`config.mk`:
```
export PLATFORM = sky130hd
export DESIGN_NAME = adc_status_flags
export DESIGN_NICKNAME = d
export VERILOG_FILES = /design/src/rtl/adc_status_pkg.sv /design/src/rtl/adc_status_ctrl.sv /design/src/rtl/adc_status_regs.sv /design/src/rtl/adc_status_flags.sv
export SDC_FILE = /design/constraint.sdc
export NUM_CORES = 1
export LEC_CHECK = 0
export CORE_ASPECT_RATIO = 0.7
export CORE_MARGIN = 4
export CORE_UTILIZATION = 55
export CTS_BUF_LIST = sky130_fd_sc_hd__clkbuf_4 sky130_fd_sc_hd__clkbuf_8 sky130_fd_sc_hd__clkbuf_16
export DETAILED_ROUTE_END_ITERATION = 8
export DONT_BUFFER_PORTS = 1
export GPL_ROUTABILITY_DRIVEN = 0
export MAX_ROUTING_LAYER = met4
export PLACE_DENSITY_LB_ADDON = 0.05
export SLEW_MARGIN = 10
export SYNTH_ARGS = -nofsm -noshare
export SYNTH_HDL_FRONTEND = slang
export SYNTH_HIERARCHICAL = 1
export SYNTH_SLANG_ARGS = --single-unit
```
`constraint.sdc`:
```
create_clock -name clk -period 2.22 [get_ports clk]
set_input_delay 0.222 -clock clk [delete_from_list [all_inputs] [get_ports clk]]
set_output_delay 0.222 -clock clk [all_outputs]
set_load 0.03 [all_outputs]
```
`src/rtl/adc_status_pkg.sv`:
```
package adc_status_pkg;
  localparam int CHAN_COUNT = 8;
  localparam int CHAN_W     = $clog2(CHAN_COUNT);
  localparam int WORD_W     = 32;
  localparam int EOC_LSB    = 0;
  localparam int OVR_LSB    = CHAN_COUNT;
  localparam int DRDY_BIT   = 2 * CHAN_COUNT;
  localparam int GOVRE_BIT  = DRDY_BIT + 1;
  localparam int RXEND_BIT  = DRDY_BIT + 2;
  localparam int RXFULL_BIT = DRDY_BIT + 3;

  typedef struct packed {
    logic [CHAN_COUNT-1:0] setEoc;
    logic [CHAN_COUNT-1:0] clrEoc;
    logic [CHAN_COUNT-1:0] setOvr;
    logic [CHAN_COUNT-1:0] clrOvr;
    logic                  setDrdy;
    logic                  clrDrdy;
    logic                  setGovre;
    logic                  clrGovre;
  } flag_strb_t;
endpackage

```
`src/rtl/adc_status_ctrl.sv`:
```
module adc_status_ctrl
  import adc_status_pkg::*;
(
  input  logic                  clk,
  input  logic                  rstN,
  input  logic [CHAN_COUNT-1:0] chanEnable,
  input  logic                  convDone,
  input  logic [CHAN_W-1:0]     convChan,
  input  logic                  statusRead,
  input  logic [CHAN_COUNT-1:0] chanDataRead,
  input  logic                  lastDataRead,
  input  logic [CHAN_COUNT-1:0] eocQ,
  input  logic                  drdyQ,
  output flag_strb_t            strb
);
  logic [CHAN_COUNT-1:0] doneVec;
  logic [CHAN_COUNT-1:0] readClr;
  logic                  validDone;

  always_comb begin
    validDone = convDone && chanEnable[convChan];
    doneVec   = validDone ? (CHAN_COUNT'(1) << convChan) : '0;
    readClr   = chanDataRead | {CHAN_COUNT{lastDataRead}};

    strb.setEoc   = doneVec;
    strb.clrEoc   = readClr | ~chanEnable;
    strb.setOvr   = doneVec & eocQ & ~readClr;
    strb.clrOvr   = {CHAN_COUNT{statusRead}} | ~chanEnable;
    strb.setDrdy  = validDone;
    strb.clrDrdy  = lastDataRead;
    strb.setGovre = validDone && drdyQ && !lastDataRead;
    strb.clrGovre = statusRead;
  end

  // at most one channel completes per cycle
  p_one_set_r3: assert property (@(posedge clk) disable iff (!rstN)
    $onehot0(strb.setEoc));

  // disabled channels never see a set strobe
  p_gate_r10: assert property (@(posedge clk) disable iff (!rstN)
    (strb.setEoc & ~chanEnable) == '0);
endmodule

```
`src/rtl/adc_status_regs.sv`:
```
module adc_status_regs
  import adc_status_pkg::*;
(
  input  logic                  clk,
  input  logic                  rstN,
  input  flag_strb_t            strb,
  output logic [CHAN_COUNT-1:0] eocQ,
  output logic [CHAN_COUNT-1:0] ovrQ,
  output logic                  drdyQ,
  output logic                  govreQ
);
  always_ff @(posedge clk) begin
    if (!rstN) begin
      eocQ   <= '0;
      ovrQ   <= '0;
      drdyQ  <= 1'b0;
      govreQ <= 1'b0;
    end else begin
      eocQ   <= (eocQ & ~strb.clrEoc) | strb.setEoc;
      ovrQ   <= (ovrQ & ~strb.clrOvr) | strb.setOvr;
      drdyQ  <= (drdyQ & ~strb.clrDrdy) | strb.setDrdy;
      govreQ <= (govreQ & ~strb.clrGovre) | strb.setGovre;
    end
  end

  for (genvar i = 0; i < CHAN_COUNT; i++) begin : g_chk
    // a set always survives a same-cycle clear
    p_set_wins_r9: assert property (@(posedge clk) disable iff (!rstN)
      strb.setEoc[i] |=> eocQ[i]);
    // status read empties an overrun flag unless re-set
    p_ovr_clear_r6: assert property (@(posedge clk) disable iff (!rstN)
      (strb.clrOvr[i] && !strb.setOvr[i]) |=> !ovrQ[i]);
    // a new overrun implies the channel was already complete
    p_ovr_cause_r5: assert property (@(posedge clk) disable iff (!rstN)
      $rose(ovrQ[i]) |-> $past(eocQ[i]));
  end

  // data-ready follows a valid completion
  p_drdy_set_r7: assert property (@(posedge clk) disable iff (!rstN)
    strb.setDrdy |=> drdyQ);
  // general overrun only rises while data-ready was pending
  p_govre_cause_r8: assert property (@(posedge clk) disable iff (!rstN)
    $rose(govreQ) |-> $past(drdyQ));
endmodule

```
`src/rtl/adc_status_flags.sv`:
```
module adc_status_flags
  import adc_status_pkg::*;
(
  input  logic              clk,
  input  logic              rstN,
  input  logic [7:0]        chanEnable,
  input  logic              convDone,
  input  logic [2:0]        convChan,
  input  logic              statusRead,
  input  logic [7:0]        chanDataRead,
  input  logic              lastDataRead,
  input  logic              dmaRxEnd,
  input  logic              dmaBufFull,
  output logic [31:0]       statusWord
);
  flag_strb_t            strb;
  logic [CHAN_COUNT-1:0] eocQ;
  logic [CHAN_COUNT-1:0] ovrQ;
  logic                  drdyQ;
  logic                  govreQ;

  adc_status_ctrl u_ctrl (
    .clk(clk), .rstN(rstN), .chanEnable(chanEnable), .convDone(convDone),
    .convChan(convChan), .statusRead(statusRead), .chanDataRead(chanDataRead),
    .lastDataRead(lastDataRead), .eocQ(eocQ), .drdyQ(drdyQ), .strb(strb)
  );

  adc_status_regs u_regs (
    .clk(clk), .rstN(rstN), .strb(strb), .eocQ(eocQ), .ovrQ(ovrQ),
    .drdyQ(drdyQ), .govreQ(govreQ)
  );

  always_comb begin
    statusWord = '0;
    statusWord[EOC_LSB +: CHAN_COUNT] = eocQ;
    statusWord[OVR_LSB +: CHAN_COUNT] = ovrQ;
    statusWord[DRDY_BIT]   = drdyQ;
    statusWord[GOVRE_BIT]  = govreQ;
    statusWord[RXEND_BIT]  = dmaRxEnd;
    statusWord[RXFULL_BIT] = dmaBufFull;
  end

  // a last-data read with no completion leaves no completion flag set
  p_last_clear_r4: assert property (@(posedge clk) disable iff (!rstN)
    (lastDataRead && !convDone) |=> (eocQ == '0 && !drdyQ));
endmodule

```
==> results of run 1 <==
-- state kept, by name, summed over array words and instances, names as in the netlist --
name           count
u_regs/eocQ        8
u_regs/ovrQ        8
u_regs/drdyQ       1
u_regs/govreQ      1
-- power breakdown --
part | switching, mW | internal [mW]
clock network | 0.104 | 0.100
logic | 0.0479 | 0.0268
registers | 0.00936 | 0.326
total | 0.161 | 0.453
-- cell type report --
class	instances	area share [%]
multi-input combinational	107	60.53
sequential	18	31.93
clock buffer	4	3.215
inverter	3	0.9978
tap	30	3.326
-- Yosys cell counts --
library cell	count	area, um^2
mux2_2	1	11.26
or3_1	1	6.260
buf_6	3	33.78
or4_4	1	11.26
nor4_1	1	6.260
inv_1	3	11.26
buf_4	19	142.6
mux2i_1	3	30.03
nor2_1	16	60.06
or2_2	1	6.260
nor4b_2	2	30.03
dfxtp_1	18	360.4
conb_1	1	3.750
nand3_1	1	5.000
or2b_2	1	8.760
buf_12	1	20.02
nor4b_1	5	43.79
nor3_1	1	5.000
or3_4	1	11.26
nand2_1	9	33.78
nor3b_1	1	7.510
and3_1	1	6.260
nand2b_1	9	56.30
o21a_1	18	135.1
mux4_1	1	26.28
nor2b_1	19	118.9
a31o_2	1	8.760
and4_2	1	10.01
-- worst max path at each step --
| stage | endpoint | slack [ns] | cells past startpoint |
|---|---|---|---|
| 3_5_place_dp | u_regs/ovrQ[0] | 0.91 | 4 |
| 4_1_cts | statusWord[2] | 1.14 | 0 |
| 5_1_grt | u_regs/ovrQ[4] | 1.09 | 2 |
| 6_report | statusWord[2] | 1.15 | 0 |
| 2_1_floorplan | u_regs/drdyQ | 0.90 | 5 |
| 3_3_place_gp | u_regs/ovrQ[2] | 0.93 | 4 |
-- through the flow --
stage                     hold slack [ns]  worst slack (ns)
after floorplan                    0.4581            0.8968
after global placement             0.3424            0.9273
after detailed placement           0.3461            0.9078
after CTS                         0.02368             1.139
after global routing             0.004615             1.095
final                             0.03472             1.155
-- cells by family after synthesis --
family / synth area share [%]
mux: 5.585
compound gates: 11.89
buf+inv: 17.17
other cells: 0.3099
simple gates: 35.26
flops: 29.78
-- worst reg2reg max path, cell delays in order, from the launching register on --
cell and delay [ns]:
dfxtp_1 0.54, nor4b_1 0.30, o21a_1 0.16
-- per-layer routing --
layer / routed length [um] / global-route usage [%]
met1: 1115 / 21.03
met2: 1108 / 27.52
met3: 308 / 7.656
met4: 9 / 3.863
met5: 0 / -
==> metrics.txt, run 1 <==
status finished, final reports clean; CTS tree done; CTS Buf Count 3; register bit total from synthesis 18; final-report hold violation count 0; first-pass GRT wire length approximately 4000 um; htree depth 1; # setup viols final 0; Post CTS Setup Buffer Count 0; crit-path max FO 3; setup slack, reg-to-reg between 1 and 1.5 ns; Die ar. 3026 um^2; drt first pass iters 4; commonest non-fill, non-tap cell in the layout nor2b_1; Final Util between 50% and 60%; Iteration-0 DRC Markers 25; crit end category output pin; Hold Path Class in2reg; die span in y ~47 um; I/O Pins 58; Clk pin slew, worst setup/hold paths between 0.1 and 0.15 ns; Starting Density between 60% and 70%; Die X around 64 um; vias in the first global route between 700 and 800; vias per std cell around 5.4; CTS Hold Bufs 0; Yosys cell types 28; Fill cells slightly below 200; largest net degree at the start of global routing 19; routed len/inst 15.69 um; initial antenna violation count 0; Overall Power just over 0.6 mW; Design Area, Final between 1000 and 1500 um^2; Setup TNS 0 ns; Hold Path End u_regs/ovrQ[2]; antenna-violating nets left 0; Placement Cell Area roughly 1100 um^2; FF+latch area approximately 360 um^2; Overall Global Routing Usage roughly 18%; Post-DP HPWL 1944 um; required time worst endpoint approximately 2 ns; leak pwr approximately 0.42 nW; Nets roughly 160; Syn Std Cell Area between 1000 and 1500 um^2; Worst R2R End u_regs/ovrQ[1]; Core Area 1968 um^2; synthesis-to-finish area growth -6.722%; Critical Path Start u_regs/eocQ[2]; Max Clock Freq ~940 MHz; Placed Instances between 150 and 200; via count roughly 870; Max VDD drop roughly 0.25 mV; Setup Crit Path Kind reg2out; clk sinks 18; most frequent cells in the layout nor2b_1 (19), o21a_1 (18), dfxtp_1 (18); Diodes inserted 0; Routed Wire Length 2542 um; fin crit share 47.98%; Worst Skew between 0.0003 and 0.0004 ns; R2R Path Start u_regs/eocQ[1]; Clock Latency Late Sink between 0.2 and 0.3 ns; DRC violations left 0; Gate Count Post-Synth 140; CP startpoint kind register; min cycle time layout about 1.1 ns; CTS resizes 0; Multi-input gate area 683.2 um^2; MaxCap Viol Count 0; syn_area_per_cell roughly 8.6 um^2; hold wc startpoint rstN; IO Port Bufs 0; RSZ-0062 raised after global routing no; Hold Crit Depth 1; Pins Over Slew Limit 0; reg2reg path depth 2; CTS root buf clkbuf_4; Cell Pwr Density ~540 nW/um^2; register area share after synthesis 29.78%; share of cells above drive strength 1 9.848%; CTS max path bufs 2; Worst Path Arrival ~0.84 ns; post-route non-filler standard cell count about 160; FP Rows 13; yosys synthesis warning count 6; total grt overflow 0
Power figures use the tool's default switching activity.
==> run 2, diff against run 1 <==
clock period = 1.1 ns   (was 2.22 ns; I/O delays follow)
==> metrics.txt, run 2 (synthesized netlist as in run 1, its figures left out) <==
drt first pass iters 4; Nets 180; biggest regs u_regs/eocQ (8), u_regs/ovrQ (8); clk sinks 18; Critical Path Stages 1; total grt overflow 0; CTS tree done; Worst Path Arrival 0.85 ns; via count just under 1000; initial antenna violation count 0; # setup viols final 0; die span in y 47.24 um; Critical Path Sink statusWord[7]; status finished, final reports clean; CP Cell Sequence buf_4; antenna-violating nets left 0; Comb power frac ~16%; Buf/Inv on CP 1; NetSw 0.3393 mW; Diodes inserted 0; FP Rows 13; Final Util between 60% and 70%; crit-path max FO 3; Iteration-0 DRC Markers 39; Die ar. 3026 um^2; fin crit share 87.05%; Overall Global Routing Usage 19.18%; RSZ-0062 raised after global routing no; DRC violations left 0; IO Port Bufs 0; Starting Density between 60 and 70%; synthesis-to-finish area growth 6.619%; slew of the pin with the lowest slew margin around 0.69 ns; commonest non-fill, non-tap cell in the layout buf_4; htree depth 1; Worst Skew between 0.0005 and 0.0006 ns; Clk pin slew, worst setup/hold paths around 0.11 ns; share of cells above drive strength 1 a little under a quarter; CP startpoint kind register; I/O Pins a little under 60; Setup Crit Path Kind reg2out; min cycle time layout roughly 0.96 ns; first-pass GRT wire length 4319 um; routed len/inst 15.30 um; required time worst endpoint a little under 1 ns; Relative slew margins 53.93%; Post-DP HPWL approximately 2100 um; Setup TNS 0 ns; Core Area a little under 2000 um^2; final-report hold violation count 0; Clock Latency Late Sink 0.29 ns; Worst R2R End u_regs/ovrQ[0]; Slowest-stage cell, CP dfxtp_1; Crit path max-delay family flip-flops; Max VDD drop slightly below 0.7 mV; Reg power frac 52.2%; MaxCap Viol Count 0; Net Sw Frac 26.69%; cell-internal power approximately 0.93 mW; Pins Over Slew Limit 0; setup slack, reg-to-reg between 0.2 and 0.25 ns; Hold Path Class in2reg; Die X 64.06 um; Post CTS Setup Buffer Count 0; CTS max path bufs 2; Fill cells 180; vias per std cell ~5.3; CTS root buf clkbuf_4; leak pwr around 0.53 nW; Cell Pwr Density about 990 nW/um^2; reg2reg path depth 2; Clock power frac around 32%; most frequent cells in the layout buf_4 (20), nor2b_1 (19), o21a_1 (18), dfxtp_1 (18), nor2_1 (15); CP peak stage delay between 0.3 and 0.4 ns; largest net degree at the start of global routing 19; crit end category output pin; R2R Path Start u_regs/eocQ[0]; Routed Wire Length roughly 2800 um; Max Clock Freq about 1000 MHz; CTS Buf Count 3; vias in the first global route 956; Critical Path Start u_regs/eocQ[7]
## run 2: cell types whose count changed in the layout (fill, tap and decap cells not counted)
cell	before	now
dlymetal6s4s_1	0	1
mux4_2	0	1
nor2_2	0	1
buf_4	0	20
nor2_1	16	15
mux4_1	1	0
## run 2: metrics by stage
step / setup WS, ns / power, mW / area, um^2 / cells / hold WS (ns)
after floorplan: -0.04486 / 0.9230 / 1254 / 151 / 0.3307
after global placement: -0.02581 / 0.8560 / 1241 / 178 / 0.2204
after detailed placement: -0.1262 / 0.8593 / 1241 / 178 / 0.2204
after CTS: 0.04191 / 1.283 / 1287 / 183 / 0.01852
after global routing: 0.1063 / 1.337 / 1290 / 183 / 0.01336
final: 0.1424 / 1.271 / 1290 / 183 / 0.02659
## run 2: repair_timing
action / CTS / global route
hold buffers: 1 / 0
endpoints found under the setup margin: 0 / 1
hold endpoints to repair: 18 / 0
resized for setup: 0 / 1
## run 2: worst min path at each step
stage                         start             end  depth (start not counted)
floorplan           chanDataRead[7]  u_regs/ovrQ[7]                          2
global placement           dmaRxEnd  statusWord[18]                          0
detailed placement         dmaRxEnd  statusWord[18]                          0
CTS                 chanDataRead[5]  u_regs/ovrQ[5]                          2
global route             statusRead   u_regs/govreQ                          2
finish                   statusRead   u_regs/govreQ                          2
## run 2: power groups by stage
stage	clock network, mW	registers, mW	logic, mW
2_1_floorplan	0	0.684	0.239
3_3_place_gp	0	0.677	0.179
3_5_place_dp	0	0.678	0.182
4_1_cts	0.425	0.663	0.196
5_1_grt	0.461	0.664	0.211
6_report	0.410	0.663	0.198
## run 2: area by class of cell
class	instances	area, um^2	area share, %
clock buffer	4	36.28	2.813
multi-input combinational	107	681.9	52.86
timing repair buffer	21	162.7	12.61
inverter	3	11.26	0.8729
sequential	18	360.3	27.93
tap	30	37.54	2.910
## run 2: routing by layer
layer  vias up  track usage (%)  share of wire (%)
met2        47            35.11                 48
met4         0            3.863               0.57
li1        467                -                  -
met5         -                -                  0
met3         4            5.502                9.1
met1       454            21.37                 42
